$ cat src/rtl/cellprot_pkg.sv
package cellprot_pkg;

    localparam int NFLT  = 5;
    localparam int F_OV  = 0;
    localparam int F_UV  = 1;
    localparam int F_OCC = 2;
    localparam int F_OCD = 3;
    localparam int F_SC  = 4;

    // Faults that force each FET off
    localparam logic [NFLT-1:0] CHG_MASK = 5'b00111;
    localparam logic [NFLT-1:0] DSG_MASK = 5'b11110;

    typedef enum logic [1:0] {
        PULL_NONE = 2'b00,
        PULL_DOWN = 2'b01,
        PULL_UP   = 2'b10
    } pull_e;

    typedef struct packed {
        logic [NFLT-1:0] flags;
        logic            chg_off;
        logic            dsg_off;
        pull_e           pull;
    } prot_st_t;

    // Charge overcurrent owns the probe first, pull-up faults wait
    function automatic pull_e pull_sel(input logic [NFLT-1:0] f);
        if (f[F_OCC])
            return PULL_DOWN;
        else if (f[F_OCD] || f[F_SC])
            return PULL_UP;
        else
            return PULL_NONE;
    endfunction

endpackage

$ cat src/rtl/cellprot_qual_timer.sv
module cellprot_qual_timer #(
    parameter int unsigned DLY = 4
) (
    input  logic clk,
    input  logic rst_n,
    input  logic en_i,
    output logic qual_o
);
    localparam int W = (DLY < 1) ? 1 : $clog2(DLY + 1);
    localparam logic [W-1:0] TERM = W'(DLY);

    logic [W-1:0] cnt_q, cnt_d;

    always_comb begin
        cnt_d = cnt_q;
        if (!en_i)
            cnt_d = '0;
        else if (cnt_q != TERM)
            cnt_d = cnt_q + 1'b1;
    end

    always_ff @(posedge clk or negedge rst_n) begin
        if (!rst_n)
            cnt_q <= '0;
        else
            cnt_q <= cnt_d;
    end

    // Condition seen on DLY earlier edges and still present now
    assign qual_o = en_i && (cnt_q == TERM);

endmodule

$ cat src/rtl/cellprot_release.sv
module cellprot_release
    import cellprot_pkg::*;
(
    input  pull_e           pull_q_i,
    input  logic            ce_cmp_i,
    input  logic            dsg_cmp_i,
    input  logic            chg_det_i,
    input  logic            pack_hi_i,
    output logic [NFLT-1:0] rel_o
);
    logic probe_down_ok;
    logic probe_up_ok;

    always_comb begin
        probe_down_ok = (pull_q_i == PULL_DOWN) && !pack_hi_i;
        probe_up_ok   = (pull_q_i == PULL_UP)   &&  pack_hi_i;

        rel_o        = '0;
        rel_o[F_OV]  = ce_cmp_i || dsg_cmp_i;
        rel_o[F_UV]  = chg_det_i;
        rel_o[F_OCC] = probe_down_ok;
        rel_o[F_OCD] = probe_up_ok;
        rel_o[F_SC]  = probe_up_ok;
    end

endmodule

$ cat src/rtl/cellprot_ctrl.sv
module cellprot_ctrl
    import cellprot_pkg::*;
#(
    parameter int unsigned OV_DLY = 6,
    parameter int unsigned UV_DLY = 5,
    parameter int unsigned OC_DLY = 3,
    parameter int unsigned SC_DLY = 1
) (
    input  logic       clk,
    input  logic       rst_n,
    input  logic       active_i,
    input  logic       ov_cmp_i,
    input  logic       ce_cmp_i,
    input  logic       dsg_cmp_i,
    input  logic       uv_cmp_i,
    input  logic       occ_cmp_i,
    input  logic       ocd_cmp_i,
    input  logic       sc_cmp_i,
    input  logic       chg_det_i,
    input  logic       pack_hi_i,
    output logic       chg_off_o,
    output logic       dsg_off_o,
    output logic [4:0] flags_o,
    output logic       sleep_req_o,
    output logic [1:0] tst_pull_o
);
    logic [NFLT-1:0] cond;
    logic [NFLT-1:0] qual;
    logic [NFLT-1:0] rel;
    prot_st_t        st_q, st_d;

    assign cond = {sc_cmp_i, ocd_cmp_i, occ_cmp_i, uv_cmp_i, ov_cmp_i};

    for (genvar g = 0; g < NFLT; g++) begin : g_qual
        localparam int unsigned D = (g == F_OV) ? OV_DLY :
                                    (g == F_UV) ? UV_DLY :
                                    (g == F_SC) ? SC_DLY : OC_DLY;
        cellprot_qual_timer #(
            .DLY (D)
        ) timer_i (
            .clk    (clk),
            .rst_n  (rst_n),
            .en_i   (active_i && cond[g]),
            .qual_o (qual[g])
        );
    end

    cellprot_release rel_i (
        .pull_q_i  (st_q.pull),
        .ce_cmp_i  (ce_cmp_i),
        .dsg_cmp_i (dsg_cmp_i),
        .chg_det_i (chg_det_i),
        .pack_hi_i (pack_hi_i),
        .rel_o     (rel)
    );

    always_comb begin
        st_d = st_q;
        if (active_i) begin
            // a qualifying trip overrides a release in the same cycle
            st_d.flags   = qual | (st_q.flags & ~rel);
            st_d.chg_off = |(st_d.flags & CHG_MASK);
            st_d.dsg_off = |(st_d.flags & DSG_MASK);
            st_d.pull    = pull_sel(st_d.flags);
        end
    end

    always_ff @(posedge clk or negedge rst_n) begin
        if (!rst_n)
            st_q <= '{flags: '0, chg_off: 1'b0, dsg_off: 1'b0, pull: PULL_NONE};
        else
            st_q <= st_d;
    end

    assign chg_off_o   = st_q.chg_off;
    assign dsg_off_o   = st_q.dsg_off;
    assign flags_o     = st_q.flags;
    assign sleep_req_o = st_q.flags[F_UV];
    assign tst_pull_o  = st_q.pull;

endmodule

$ cat config.mk
export PLATFORM = sky130hd
export DESIGN_NAME = cellprot_ctrl
export DESIGN_NICKNAME = d
export VERILOG_FILES = /design/src/rtl/cellprot_pkg.sv /design/src/rtl/cellprot_qual_timer.sv /design/src/rtl/cellprot_release.sv /design/src/rtl/cellprot_ctrl.sv
export SDC_FILE = /design/constraint.sdc
export NUM_CORES = 1
export LEC_CHECK = 0
export BUFFER_PORTS_ARGS = -buffer_cell sky130_fd_sc_hd__buf_2
export CAP_MARGIN = 20
export CORE_MARGIN = 10
export CORE_UTILIZATION = 54
export DETAILED_ROUTE_END_ITERATION = 10
export PLACE_DENSITY = 0.8
export SLEW_MARGIN = 20
export SYNTH_ARGS = -nofsm -noshare
export SYNTH_HDL_FRONTEND = slang
export SYNTH_SLANG_ARGS = --single-unit
$ cat constraint.sdc
create_clock -name clk -period 2.6 [get_ports clk]
set_input_delay 0.26 -clock clk [delete_from_list [all_inputs] [get_ports clk]]
set_output_delay 0.26 -clock clk [all_outputs]
set_load 0.1 [all_outputs]
==> impl_metrics.py <==
metrics = {
    "run_status": {
        "outcome": "complete, no violations",
    },
    "logic_synthesis": {
        "synth_xor_area_share_pct": 3.86,
        "synth_enable_flop_cells": 0,
        "syn_area_um2": 908,
        "ys_async_sr_fraction_pct": 100,
        "synth_nets": 106,
        "ys.flop_type": "dfrtp_1",
        "synth_mux_area_share_pct": 2.20,
        "yosys_warnings": 0,
        "synthAdderAreaFrac_pct": 8.26,
        "ys_seq_area_share_pct": 52.3,
        "synth_top_cell_by_area": "dfrtp_1",
        "yosysMostFrequentCell": "dfrtp_1",
        "yosysUniqueCellTypes": 28,
        "yosys.area_share.simple_pct": 18.5,
        "synth_compound_area_share_pct": 10.6,
        "synth_area_leaders": "dfrtp_1 52%, ha_1 8.3%, nor2_1 7.0%, nand2_1 3.7%, buf_4 2.5%",
        "synth_seq_cells": 19,
        "synthTopCellsByCount": "19 x dfrtp_1, 17 x nor2_1, 9 x nand2_1",
        "synthCells": 88,
        "netlist.area_leader.share_pct": 52.3,
        "syn_area_per_cell_um2": 10.3,
        "synth_top_family_by_area": "simple AND/OR/NAND/NOR gates",
    },
    "sta": {
        "hold-worst-slack_ns": 0.212,
        "max_freq_mhz": 698,
        "post-route-period-util_pct": 55.1,
        "finalSetupTns_ns": 0,
        "fin_skew_ns": 0.00290,
        "maxSlewViolCount": 0,
        "worst_slew_pin_slew_ns": 0.496,
        "finalWorstPathRequiredPeriod_ns": 1.43,
        "setup_viol": 0,
        "hold_viol_final": 0,
        "slew_headroom_pct": 67.2,
        "rsz0062_at_grt": "no",
    },
    "layout": {
        "instances_no_fill": 126,
        "fin_nets": 129,
        "drive_gt1_share_pct": 21.8,
        "design_area_um2": 1040,
        "syn2layout_area_growth_pct": 14.7,
        "nFillCells": 129,
        "antennaDiodeCount": 0,
        "utilization_pct": 67.6,
    },
    "global_route": {
        "grt_use_met2_pct": 16.7,
        "track_usage_pct": 10.9,
        "grt_max_degree": 22,
        "met3_usage_pct": 3.91,
        "grtUsageMet1_pct": 13.2,
        "grt_pass1_wl_um": 3130,
        "grt_pass1_vias": 731,
        "grt-ovfl-total": 0,
        "gr-max-usage-layer": "met2",
        "antenna_found_initial": 0,
    },
    "floorplan": {
        "num_rows": 14,
        "fp.dieW_um": 61.0,
        "start_util_pct": 58.9,
        "die_area_um2": 3720,
        "core_um2": 1540,
        "io_pins": 22,
        "die_h_um": 61.0,
    },
    "routing": {
        "first_pass_iters": 4,
        "ant_nets": 0,
        "drt_iter0_markers": 22,
        "wirelength_um": 1780,
        "wl_per_cell_um": 14.1,
        "post-route-drc-count": 0,
        "vias": 681,
        "drt-vias-per-instance": 5.40,
    },
    "critical_path": {
        "worstSetupEndpointType": "output port",
        "start_kind": "flop",
        "path_buf_inv": 1,
        "crit_arrival_ns": 1.17,
        "worstSetupPathType": "reg2out",
        "cpLargestDelayFamily": "buffers and inverters",
        "crit_required_ns": 2.34,
        "path_max_fanout": 5,
        "max_stage_delay_ns": 0.45,
        "worstPathCellList": "buf_2",
        "slowest_stage": "buf_2",
    },
    "pwr": {
        "power.share.clock_pct": 17.4,
        "p_seq_share_pct": 41.3,
        "netSwitchingFraction_pct": 47.3,
        "ir_worst_vdd_uv": 424,
        "p_sw_uw": 406,
        "p_int_uw": 452,
        "power.density_nw_per_um2": 823,
        "combPwrFrac_pct": 41.3,
        "leakagePower_uw": 0.000516,
    },
    "cts": {
        "cts_tree": "yes",
        "cts-buffers-inserted": 3,
        "cts.sinks": 19,
        "max-clock-path-buffers": 2,
        "cts_hold_repair.buffers": 1,
        "h-tree-depth": 1,
        "clk_pin_slew_ns": 0.11,
        "post_cts_resized": 0,
        "insertion_delay_ns": 0.29,
        "postCtsSetupBuffers": 0,
        "cts_root_buf": "clkbuf_4",
    },
    "worst_hold_path": {
        "hold_class": "in2reg",
    },
    "place": {
        "gp_congestion": 0.794,
        "io_buffers": 21,
        "placed_cells": 121,
        "dpl.hpwl_um": 1380,
        "postPlaceCellArea_um2": 1010,
    },
    "flow_run": {
        "maxCapViolations": 0,
    },
}
[state kept, by name, summed over array words and instances, names as in the netlist]
| signal | count |
|---|---|
| tst_pull_o | 1 |
| g_qual.timer_i.cnt_q | 11 |
| flags_o | 5 |
| chg_off_o | 1 |
| dsg_off_o | 1 |
[worst paths after layout]
kind / start / to / slack, ns / cells after the start
worst max-delay path: tst_pull_o[1] / tst_pull_o[1] / 1.17 / 1
worst min register to register: flags_o[4] / flags_o[4] / 0.52 / 1
worst min-delay path: sc_cmp_i / g_qual[4].timer_i.cnt_q / 0.21 / 2
worst max register to register: g_qual[3].timer_i.cnt_q[0] / dsg_off_o / 1.27 / 3
max in group asynchronous: rst_n / flags_o[1] / 1.89 / 2
min in group asynchronous: rst_n / g_qual[2].timer_i.cnt_q[0] / 0.42 / 2
[layout by cell type, fill, tap and decap left out, drive strengths merged, types with 2 or more instances in the layout]
| cell type | n |
|---|---|
| xor2 | 2 |
| nor3 | 2 |
| clkbuf | 4 |
| buf | 21 |
| mux2i | 2 |
| a32o | 2 |
| a31oi | 3 |
| nor2 | 17 |
| nand2 | 9 |
| xnor2 | 2 |
| ha | 6 |
| nand3 | 2 |
| a211oi | 2 |
| inv | 3 |
| dfrtp | 19 |
[power by group through the flow]
stage                     combinational [uW]  sequential, uW  clock [uW]
after floorplan                          104             552           0
after global placement                   352             359           0
after detailed placement                 356             361           0
after CTS                                358             354         155
after global routing                     373             360         169
final                                    354             354         150
[final cells by class]
| class | count | area (um2) | area share, % |
|---|---|---|---|
| flip-flops and latches | 19 | 475 | 45.6 |
| multi-input cells | 62 | 394 | 37.8 |
| repair buffers | 22 | 115 | 11.0 |
| clock buffers | 4 | 26.3 | 2.52 |
| well taps | 16 | 20.0 | 1.92 |
| inverters | 3 | 11.3 | 1.08 |
[metrics by stage]
stage	setup slack, ns	power, uW
2_1_floorplan	0.970	656
3_3_place_gp	1.36	712
3_5_place_dp	1.28	717
4_1_cts	1.16	867
5_1_grt	1.12	902
6_report	1.17	858
[metal layers]
metal,vias to the layer above,wire [um]
met5,-,0
met3,2,147
li1,352,-
met1,307,816
met4,0,14
met2,20,797
[logic make-up after synthesis]
logic type | after synthesis
multiplexers | 2
AND/OR/NAND/NOR | 37
flip-flops | 19
buffers and inverters | 7
XOR/XNOR | 4
AO/OA/AOI/OAI | 13
adder cells (fa/ha/maj) | 6
[worst reg2reg max path, stage by stage (launching register included)]
cell and delay, ns:
dfrtp_1 0.41, ha_1 0.26, a222oi_1 0.40, a31oi_1 0.14
Note: power is estimated with default switching activity, not from simulation.
